**src/rtl/cdec_pkg.sv**
```systemverilog
// Shared types for the chroma decimator.
// Assumes: a single output format bit chosen by the integrator.
package cdec_pkg;
    typedef enum logic {
        FMT_FULL = 1'b0,
        FMT_HALF = 1'b1
    } fmt_e;
endpackage

```
**src/rtl/cdec_gate.sv**
```systemverilog
// Enable delay stage: turns the synchronous output-enable into the run
// qualifier for every other register, one edge late, so that the edge
// after the one sampling oe is the first affected.
// Assumes: oe meets setup and hold to clk.
module cdec_gate (
    input  logic clk,
    input  logic rst_n,
    input  logic oe,
    output logic run
);
    // Register the enable; the block holds during reset.
    always_ff @(posedge clk) begin
        if (!rst_n) run <= 1'b0;
        else        run <= oe;
    end


    gate_lag_chk: assert property (@(posedge clk) disable iff (!rst_n)
        !oe |=> !run);
endmodule

```
**src/rtl/cdec_phase.sv**
```systemverilog
// Phase tracker: detects the sync rising edge and arms a restart. On the
// next enabled edge it marks the pixel being sampled as even, then
// toggles the phase. It also raises the live flag.
// Assumes: sync is only looked at on enabled edges; in full format the
// strobe is ignored and data is live immediately.
module cdec_phase
    import cdec_pkg::*;
(
    input  logic clk,
    input  logic rst_n,
    input  logic run,
    input  fmt_e fmt,
    input  logic sync,
    output logic phase,
    output logic live
);
    logic sync_q;
    logic arm;

    // Track sync edges, arm the restart, and step the pair phase.
    always_ff @(posedge clk) begin
        if (!rst_n) begin
            sync_q <= 1'b0;
            arm    <= 1'b0;
            phase  <= 1'b0;
            live   <= 1'b0;
        end else if (run) begin
            sync_q <= sync;
            if (fmt == FMT_HALF) begin
                arm <= sync & ~sync_q;
                if (arm) begin
                    phase <= 1'b0;
                    live  <= 1'b1;
                end else begin
                    phase <= ~phase;
                end
            end else begin
                arm  <= 1'b0;
                live <= 1'b1;
            end
        end
    end


    phase_step_chk: assert property (@(posedge clk) disable iff (!rst_n)
        (run && fmt == FMT_HALF && !arm) |=> (phase != $past(phase)));


    live_start_chk: assert property (@(posedge clk) disable iff (!rst_n)
        ($rose(live) && $past(fmt) == FMT_HALF) |-> $past(arm));
endmodule

```
**src/rtl/cdec_mux.sv**
```systemverilog
// Output stage: in half format it sends Cb of the even pixel, then that
// pixel's held Cr, on the shared chroma bus and zeroes the Cb bus. In
// full format it forwards all three components.
// Assumes: phase 0 marks an even pixel in the input registers.
module cdec_mux
    import cdec_pkg::*;
#(
    parameter int W = 8
) (
    input  logic         clk,
    input  logic         rst_n,
    input  logic         run,
    input  fmt_e         fmt,
    input  logic         phase,
    input  logic         live,
    input  logic [W-1:0] y_r,
    input  logic [W-1:0] cb_r,
    input  logic [W-1:0] cr_r,
    output logic [W-1:0] y_out,
    output logic [W-1:0] cc_out,
    output logic [W-1:0] cb_out,
    output logic         vld_out
);
    logic [W-1:0] held_cr;

    // Select and register the output buses on enabled edges.
    always_ff @(posedge clk) begin
        if (!rst_n) begin
            y_out   <= '0;
            cc_out  <= '0;
            cb_out  <= '0;
            vld_out <= 1'b0;
            held_cr <= '0;
        end else if (run) begin
            y_out   <= y_r;
            vld_out <= live;
            if (fmt == FMT_HALF) begin
                cb_out <= '0;
                if (!phase) begin
                    cc_out  <= cb_r;
                    held_cr <= cr_r;
                end else begin
                    cc_out  <= held_cr;
                end
            end else begin
                cc_out <= cr_r;
                cb_out <= cb_r;
            end
        end
    end


    even_cb_chk: assert property (@(posedge clk) disable iff (!rst_n)
        (run && fmt == FMT_HALF && !phase) |=> (cc_out == $past(cb_r)));


    cb_idle_chk: assert property (@(posedge clk) disable iff (!rst_n)
        (run && fmt == FMT_HALF) |=> (cb_out == '0));


    out_hold_chk: assert property (@(posedge clk) disable iff (!rst_n)
        !run |=> ($stable(y_out) && $stable(cc_out) && $stable(vld_out)));
endmodule

```
**src/rtl/chroma_decim.sv**
```systemverilog
// Top of the chroma decimator: input sampling registers, enable delay,
// phase tracker and output multiplexer.
// Assumes: one pixel per clock, all inputs synchronous to clk.
module chroma_decim
    import cdec_pkg::*;
#(
    parameter int W = 8
) (
    input  logic         clk,
    input  logic         rst_n,
    input  logic         fmt_sel,
    input  logic         oe,
    input  logic         sync,
    input  logic [W-1:0] y_in,
    input  logic [W-1:0] cb_in,
    input  logic [W-1:0] cr_in,
    output logic [W-1:0] y_out,
    output logic [W-1:0] cc_out,
    output logic [W-1:0] cb_out,
    output logic         vld_out
);
    fmt_e         fmt;
    logic         run;
    logic         phase;
    logic         live;
    logic [W-1:0] y_r;
    logic [W-1:0] cb_r;
    logic [W-1:0] cr_r;

    assign fmt = fmt_e'(fmt_sel);

    cdec_gate u_gate (
        .clk   (clk),
        .rst_n (rst_n),
        .oe    (oe),
        .run   (run)
    );

    // Sample the incoming pixel on every enabled edge.
    always_ff @(posedge clk) begin
        if (!rst_n) begin
            y_r  <= '0;
            cb_r <= '0;
            cr_r <= '0;
        end else if (run) begin
            y_r  <= y_in;
            cb_r <= cb_in;
            cr_r <= cr_in;
        end
    end

    cdec_phase u_phase (
        .clk   (clk),
        .rst_n (rst_n),
        .run   (run),
        .fmt   (fmt),
        .sync  (sync),
        .phase (phase),
        .live  (live)
    );

    cdec_mux #(.W(W)) u_mux (
        .clk     (clk),
        .rst_n   (rst_n),
        .run     (run),
        .fmt     (fmt),
        .phase   (phase),
        .live    (live),
        .y_r     (y_r),
        .cb_r    (cb_r),
        .cr_r    (cr_r),
        .y_out   (y_out),
        .cc_out  (cc_out),
        .cb_out  (cb_out),
        .vld_out (vld_out)
    );


    in_hold_chk: assert property (@(posedge clk) disable iff (!rst_n)
        !run |=> ($stable(y_r) && $stable(cb_r) && $stable(cr_r)));
endmodule

```
**config.mk**
```make
export PLATFORM = sky130hd
export DESIGN_NAME = chroma_decim
export DESIGN_NICKNAME = d
export VERILOG_FILES = /design/src/rtl/cdec_pkg.sv /design/src/rtl/cdec_gate.sv /design/src/rtl/cdec_phase.sv /design/src/rtl/cdec_mux.sv /design/src/rtl/chroma_decim.sv
export SDC_FILE = /design/constraint.sdc
export NUM_CORES = 1
export LEC_CHECK = 0
export ABC_AREA = 1
export BUFFER_PORTS_ARGS = -buffer_cell sky130_fd_sc_hd__buf_2
export CORE_ASPECT_RATIO = 0.7
export CORE_UTILIZATION = 30
export DETAILED_ROUTE_END_ITERATION = 6
export PLACE_DENSITY = 0.48
export SYNTH_ARGS = -nofsm -noshare
export SYNTH_HDL_FRONTEND = slang
export SYNTH_SLANG_ARGS = --single-unit
```
**constraint.sdc**
```tcl
create_clock -name clk -period 1.9 [get_ports clk]
set_input_delay 0.095 -clock clk [delete_from_list [all_inputs] [get_ports clk]]
set_output_delay 0.095 -clock clk [all_outputs]
set_load 0.005 [all_outputs]
```
==> impl_summary.log, run 1 <==
INFO  metric timing.final.crit_share = 0.725
INFO  metric maximum_ir_drop_on_the_vdd_rail = 0.314 mV
INFO  metric ys_dominant_reg_cell = sky130_fd_sc_hd__dfxtp_1
INFO  metric synth.top_cells.by_count = sky130_fd_sc_hd__nor2_1, sky130_fd_sc_hd__dfxtp_1, sky130_fd_sc_hd__o21ai_0
INFO  metric achievable-frequency = 0.726 GHz
INFO  metric post-synth-top-area-cell = sky130_fd_sc_hd__dfxtp_1
INFO  metric grt_pass1_wl = 9.35 mm
INFO  metric slew_violations = 0
INFO  metric power.density = 951 nW/um2
INFO  metric timing.setup.critical_path_class = reg -> reg
INFO  metric total_track_usage = 0.147
INFO  metric post_synth.cell_area_avg = 7.73 um2
INFO  metric worstPathArrival = 1.65 ns
INFO  metric gp_congestion = 0.709
INFO  metric path_max_fanout = 46
INFO  metric layout-drive-gt1-share = 0.218
INFO  metric routed_wirelength = 5.70 mm
INFO  metric run_status = complete, no violations
INFO  metric rr_endpoint = u_phase.phase
INFO  metric drv.max_cap_violation_count = 0
INFO  metric hold_viol_final = 0
INFO  metric postSynthCellCount = 306
INFO  metric path_clk_slew = 0.07 ns
INFO  metric synth_area_leaders = sky130_fd_sc_hd__dfxtp_1, sky130_fd_sc_hd__nor2_1, sky130_fd_sc_hd__o21ai_0
INFO  metric timing.reg2reg.setup_slack = 0.52 ns
INFO  metric diodes = 0
INFO  metric port-buffer-count = 53
INFO  metric floorplan.die.width = 108 um
INFO  metric worst_setup_path_startpoint = u_gate.run
INFO  metric library_cell_with_the_highest_instance_count_after_synthesis = sky130_fd_sc_hd__nor2_1
INFO  metric die-area = 8250 um2
INFO  metric tns = 0 ns
INFO  metric clock_latency_of_the_later_clocked_register_in_the_worst_skew_pair = 0.34 ns
INFO  metric drtPass1Iterations = 4
INFO  metric clock_tree.root_cell = sky130_fd_sc_hd__clkbuf_8
INFO  metric tritoncts_num_sinks = 62
INFO  metric antenna_violations_before_repair = 0
INFO  metric start_util = 0.318
INFO  metric synth_enable_flop_cells = 0
INFO  metric drc_errors = 0
INFO  metric die_y = 76.3 um
INFO  metric post_cts.resized_instances = 0
INFO  metric worst_r2r_path_depth = 5
INFO  metric grt_pass1_vias = 2034
INFO  metric htreeDepth = 3
INFO  metric placement.setup.worst_slack = 0.502 ns
INFO  metric classification_of_the_worst_slack_hold_path = in -> reg
INFO  metric synthDominantCellAreaShare = 0.525
INFO  metric critical_r2r_launch = u_gate.run
INFO  metric worst_slew_margin_rel = 0.678
INFO  metric finish.utilization = 0.407
INFO  metric dp_hpwl = 3.68 mm
INFO  metric critical_path_required_time = 2.18 ns
INFO  metric power.static_leakage = 1.37 nW
INFO  metric layout.nets = 401
INFO  metric cts-root-to-sink-buffers = 2
INFO  metric grt_overflow = 0
INFO  metric startpoint_type = flop
INFO  metric cts_tree = built
INFO  metric num_io_pins = 54
INFO  metric wire_per_inst = 12.0 um
INFO  metric synth_seq_area_share = 0.525
INFO  metric synth_area = 2370 um2
INFO  metric drtAntennaViolNets = 0
INFO  metric worst_clock_skew = 0.00729 ns
INFO  metric setup_violations = 0
INFO  metric final.hold.worst_slack = 0.0114 ns
INFO  metric drt-initial-drc-count = 64
INFO  metric worst_slack = 0.523 ns
INFO  metric syn-num-nets = 335
INFO  metric synth-async-reset-ratio = 0
INFO  metric grt_start_max_net_pins = 47
INFO  metric floorplan.core_area = 7450 um2
INFO  metric num_cts_buffers = 9
INFO  metric vias_per_cell = 4.54
INFO  metric end_kind = flop
INFO  metric num_vias = 2156
INFO  metric min-delay-start = y_in[4]
INFO  metric hold-path-cell-count = 3
INFO  metric synth.distinct_cells = 19
INFO  metric synth-seq-cells = 62
INFO  metric synth-warning-count = 0
INFO  metric rsz0062_at_grt = no
INFO  metric hold-path-endpoint = y_r[4]
INFO  metric flow.area_growth_from_synthesis = 28.3%
INFO  metric row_count = 26
INFO  metric worst_slew_pin_slew = 0.482 ns
INFO  metric period_minus_slack = 1.38 ns
routing by layer:
metal | routed length (um) | track usage
met5 | 0 | 0
met4 | 73 | 0.0534
met3 | 328 | 0.0547
met2 | 2370 | 0.224
met1 | 2930 | 0.189
cell families (layout without fill, tap and decap cells):
family / count (synthesis) / in the layout / synth area share
DFF: 62 / 62 / 0.525
buffers and inverters: 44 / 115 / 0.0894
and+or+nand+nor: 105 / 105 / 0.182
AOI/OAI and AO/OA: 95 / 95 / 0.204
critical path: stages (launching register included):
cell and delay, ns:
sky130_fd_sc_hd__dfxtp_1 0.34, sky130_fd_sc_hd__buf_4 0.40, sky130_fd_sc_hd__nand2_2 0.13, sky130_fd_sc_hd__nor2_4 0.24, sky130_fd_sc_hd__nand2_1 0.08, sky130_fd_sc_hd__a21oi_1 0.12
placed cells by master (no fill, tap or decap), drive strengths merged:
cell and n:
dlygate4sd3 15, inv 24, dfxtp 62, a211oi 1, nand4 1, clkbuf 12
bufinv 1, nand3 9, nand2 21, a21oi 36, nor2 74, buf 60
clkinv 3, o21ai 58
through the flow:
step | power [mW] | area [um2] | cells
floorplan | 1.63 | 2370 | 306
global placement | 1.73 | 2690 | 444
detailed placement | 1.73 | 2690 | 444
CTS | 2.93 | 3040 | 475
global route | 3.04 | 3040 | 475
finish | 2.89 | 3040 | 475
flip-flops by register name, indices dropped and copies added, names as in the netlist:
signal,cells
u_phase.live,1
u_mux.held_cr,8
u_mux.cc_out,8
u_mux.vld_out,1
u_phase.arm,1
u_gate.run,1
u_phase.phase,1
u_phase.sync_q,1
cr_r,8
u_mux.y_out,8
y_r,8
u_mux.cb_out,8
cb_r,8
how the worst max path moves through the flow:
stage | cells after the start | end
floorplan | 6 | cr_r[4]
global placement | 5 | u_phase.phase
detailed placement | 5 | u_phase.phase
CTS | 5 | u_phase.phase
global route | 5 | u_phase.phase
finish | 5 | u_phase.phase
timing repair:
action / 4_1_cts / 5_1_grt
hold endpoints to repair: 15 / 0
buffers inserted: 0 / 0
hold buffers: 15 / 0
where the power goes:
group / switching (mW) / internal [mW] / total, mW
Sequential: 0.0424 / 1.38 / 1.42
Combinational: 0.168 / 0.133 / 0.300
Clock: 0.491 / 0.671 / 1.16
final cells by class:
class / instances / area [um2]
Clock inverter: 4 / 45.0
Multi-Input combinational cell: 200 / 913
Tap cell: 98 / 123
Inverter: 24 / 90.1
Clock buffer: 12 / 155
Timing Repair Buffer: 75 / 468
Fill cell: 773 / 4410
Sequential cell: 62 / 1240
Power figures use the tool's default switching activity.
==> inputs of run 2 (changes only) <==
--- a/config.mk
+++ b/config.mk
@@ -5,12 +5,12 @@
 export SDC_FILE = /design/constraint.sdc
 export NUM_CORES = 1
 export LEC_CHECK = 0
-export ABC_AREA = 1
+export ABC_AREA = 0
 export BUFFER_PORTS_ARGS = -buffer_cell sky130_fd_sc_hd__buf_2
 export CORE_ASPECT_RATIO = 0.7
 export CORE_UTILIZATION = 30
 export DETAILED_ROUTE_END_ITERATION = 6
-export PLACE_DENSITY = 0.48
+export PLACE_DENSITY = 0.5
 export SYNTH_ARGS = -nofsm -noshare
 export SYNTH_HDL_FRONTEND = slang
 export SYNTH_SLANG_ARGS = --single-unit
==> constraint.sdc (replaced) <==
create_clock -name clk -period 1.2 [get_ports clk]
set_input_delay 0.06 -clock clk [delete_from_list [all_inputs] [get_ports clk]]
set_output_delay 0.06 -clock clk [all_outputs]
set_load 0.005 [all_outputs]
==> impl_summary.log, run 2 <==
INFO  metric rr_endpoint = u_mux.held_cr[5]
INFO  metric total_power = 4.94 mW
INFO  metric maximum_ir_drop_on_the_vdd_rail = 0.622 mV
INFO  metric row_count = 27
INFO  metric flow.area_growth_from_synthesis = 31.4%
INFO  metric worst_slew_margin_rel = 0.542
INFO  metric routed_wirelength = 5.77 mm
INFO  metric floorplan.die.width = 112 um
INFO  metric drtPass1Iterations = 6
INFO  metric post-synth-top-area-cell = sky130_fd_sc_hd__dfxtp_1
INFO  metric clock_latency_of_the_later_clocked_register_in_the_worst_skew_pair = 0.32 ns
INFO  metric worstPathArrival = 1.30 ns
INFO  metric gp_congestion = 0.700
INFO  metric worst_r2r_path_depth = 3
INFO  metric min-delay-start = y_in[2]
INFO  metric cts_tree = built
INFO  metric drtAntennaViolNets = 0
INFO  metric power.density = 1490 nW/um2
INFO  metric grt_start_max_net_pins = 30
INFO  metric tritoncts_num_sinks = 62
INFO  metric cell_internal_pwr = 3.88 mW
INFO  metric hold_viol_final = 0
INFO  metric wire_per_inst = 13.7 um
INFO  metric startpoint_type = flop
INFO  metric die-area = 8790 um2
INFO  metric drv.max_cap_violation_count = 0
INFO  metric num_vias = 1912
INFO  metric slew_violations = 0
INFO  metric start_util = 0.315
INFO  metric num_cts_buffers = 9
INFO  metric synth_area = 2520 um2
INFO  metric cts-root-to-sink-buffers = 2
INFO  metric post_synth.cell_area_avg = 10.1 um2
INFO  metric hold-path-cell-count = 3
INFO  metric grt_pass1_wl = 9.14 mm
INFO  metric failed_checks = design-rule violations
INFO  metric floorplan.core_area = 8010 um2
INFO  metric library_cell_with_the_highest_instance_count_after_synthesis = sky130_fd_sc_hd__dfxtp_1
INFO  metric share_seq_of_total_power = 0.440
INFO  metric layout.cells.most_common_list = sky130_fd_sc_hd__dfxtp_1, sky130_fd_sc_hd__buf_2, sky130_fd_sc_hd__mux2i_1
INFO  metric synth_enable_flop_cells = 0
INFO  metric layout.nets = 347
INFO  metric worst_clock_skew = 0.00351 ns
INFO  metric htreeDepth = 3
INFO  metric power_frac_comb = 0.080
INFO  metric timing.setup.critical_path_class = reg -> reg
INFO  metric vias_per_cell = 4.53
INFO  metric drc_errors = 2
INFO  metric layout-drive-gt1-share = 0.262
INFO  metric path_max_fanout = 16
INFO  metric synth_seq_area_share = 0.492
INFO  metric ys_dominant_reg_cell = sky130_fd_sc_hd__dfxtp_1
INFO  metric finish.utilization = 0.414
INFO  metric dp_hpwl = 3.82 mm
INFO  metric clock_tree.root_cell = sky130_fd_sc_hd__clkbuf_16
INFO  metric postSynthCellCount = 251
INFO  metric critical_path_required_time = 1.39 ns
INFO  metric achievable-frequency = 0.899 GHz
INFO  metric classification_of_the_worst_slack_hold_path = in -> reg
INFO  metric end_kind = flop
INFO  metric commonest_non_fill_non_tap_cell_in_the_layout = sky130_fd_sc_hd__dfxtp_1
INFO  metric timing.reg2reg.setup_slack = 0.09 ns
INFO  metric rsz0062_at_grt = yes
INFO  metric run_status = finished, violations left
INFO  metric path_clk_slew = 0.05 ns
INFO  metric period_minus_slack = 1.11 ns
INFO  metric hold-path-endpoint = y_r[2]
INFO  metric synth-seq-cells = 62
INFO  metric grt_pass1_vias = 1852
INFO  metric total_track_usage = 0.136
INFO  metric antenna_violations_before_repair = 0
INFO  metric syn-num-nets = 280
INFO  metric num_io_pins = 54
INFO  metric diodes = 0
INFO  metric synth.top_cells.by_count = sky130_fd_sc_hd__dfxtp_1, sky130_fd_sc_hd__mux2i_1, sky130_fd_sc_hd__nor2b_1
INFO  metric port-buffer-count = 53
INFO  metric synth.distinct_cells = 21
INFO  metric synth_area_leaders = sky130_fd_sc_hd__dfxtp_1, sky130_fd_sc_hd__mux2i_1, sky130_fd_sc_hd__nor2b_1
INFO  metric synthDominantCellAreaShare = 0.492
INFO  metric setup_violations = 0
INFO  metric critical_r2r_launch = u_phase.phase
INFO  metric worst_slew_pin_slew = 0.686 ns
INFO  metric p_sw = 1.06 mW
INFO  metric grt_overflow = 0
INFO  metric synth-warning-count = 0
INFO  metric timing.final.crit_share = 0.927
INFO  metric synth-async-reset-ratio = 0
INFO  metric p_sw_frac = 0.215
INFO  metric share_clk_of_total_power = 0.480
INFO  metric drt-initial-drc-count = 68
INFO  metric die_y = 78.7 um
INFO  metric power.static_leakage = 1.35 nW
-- run 2: cell types whose count changed after synthesis, sizes merged, moves of 3 or more --
cell,delta
inv,-16
and3b,+8
mux2i,+43
clkbuf,-3
nor2b,+37
a31oi,+8
o22ai,+8
nand2,-4
nor2,-73
and2,+9
a21oi,-35
o21ai,-42
-- run 2: repair_timing --
action / in CTS / in global routing
resized for setup: 0 / 0
setup buffers: 0 / 2
hold buffers: 7 / 0
endpoints found under the hold margin: 7 / 0
setup endpoints to repair: 0 / 5
-- run 2: cell type report --
type / instances / area [um2]
multi-input cells: 162 / 1130
fillers: 790 / 4690
clock inverters: 1 / 5.00
repair buffers: 75 / 508
inverters: 8 / 30.0
clock buffers: 13 / 270
flip-flops and latches: 62 / 1240
well taps: 101 / 126
-- run 2: through the flow --
stage	cell area, um2	instances	setup slack (ns)	TNS, ns	hold slack [ns]
5_1_grt	3320	422	-0.0238	-0.0380	0.0202
2_1_floorplan	2520	251	0.187	0	0.187
4_1_cts	3250	418	0.0595	0	0.000972
3_3_place_gp	2910	397	0.0207	0	0.314
6_report	3320	422	0.0876	0	0.00290
3_5_place_dp	2910	397	0.00536	0	0.329
-- run 2: how the worst max path moves through the flow --
| stage | depth (start not counted) | slack, ns | end | from |
|---|---|---|---|---|
| after floorplan | 5 | 0.19 | u_mux.cc_out[6] | u_gate.run |
| final | 3 | 0.09 | u_mux.held_cr[5] | u_phase.phase |
| after global placement | 4 | 0.02 | u_mux.cc_out[7] | fmt_sel |
| after global routing | 4 | -0.02 | u_mux.cc_out[1] | u_gate.run |
| after detailed placement | 4 | 0.005 | u_mux.cc_out[7] | fmt_sel |
| after CTS | 4 | 0.06 | u_mux.cc_out[1] | u_gate.run |
-- run 2: power by group through the flow --
| stage | sequential (mW) | combinational, mW | clock [mW] |
|---|---|---|---|
| floorplan | 2.20 | 0.243 | 0 |
| global placement | 2.22 | 0.353 | 0 |
| detailed placement | 2.22 | 0.354 | 0 |
| CTS | 2.18 | 0.373 | 2.44 |
| global route | 2.18 | 0.435 | 2.55 |
| finish | 2.18 | 0.394 | 2.37 |
-- run 2: cells by family (layout without fill, tap and decap cells) --
family,after synthesis,after routing,share of synthesized area
AND/OR/NAND/NOR,85,85,0.201
multiplexers,43,43,0.171
buffers and inverters,27,97,0.0600
AO/OA/AOI/OAI,34,34,0.0764
flip-flops,62,62,0.492
-- run 2: worst max-delay path, stage by stage (launching register included) --
cell and delay, ns:
sky130_fd_sc_hd__dfxtp_1 0.31, sky130_fd_sc_hd__nand3b_2 0.41, sky130_fd_sc_hd__nand3_1 0.18, sky130_fd_sc_hd__o21ai_1 0.08
-- run 2: metal layers --
| metal | track usage | part of all wire | up-vias |
|---|---|---|---|
| li1 | - | - | 989 |
| met1 | 0.179 | 0.51 | 867 |
| met2 | 0.199 | 0.42 | 50 |
| met3 | 0.0580 | 0.065 | 6 |
| met4 | 0.0446 | 0.0059 | 0 |
| met5 | 0 | 0 | - |
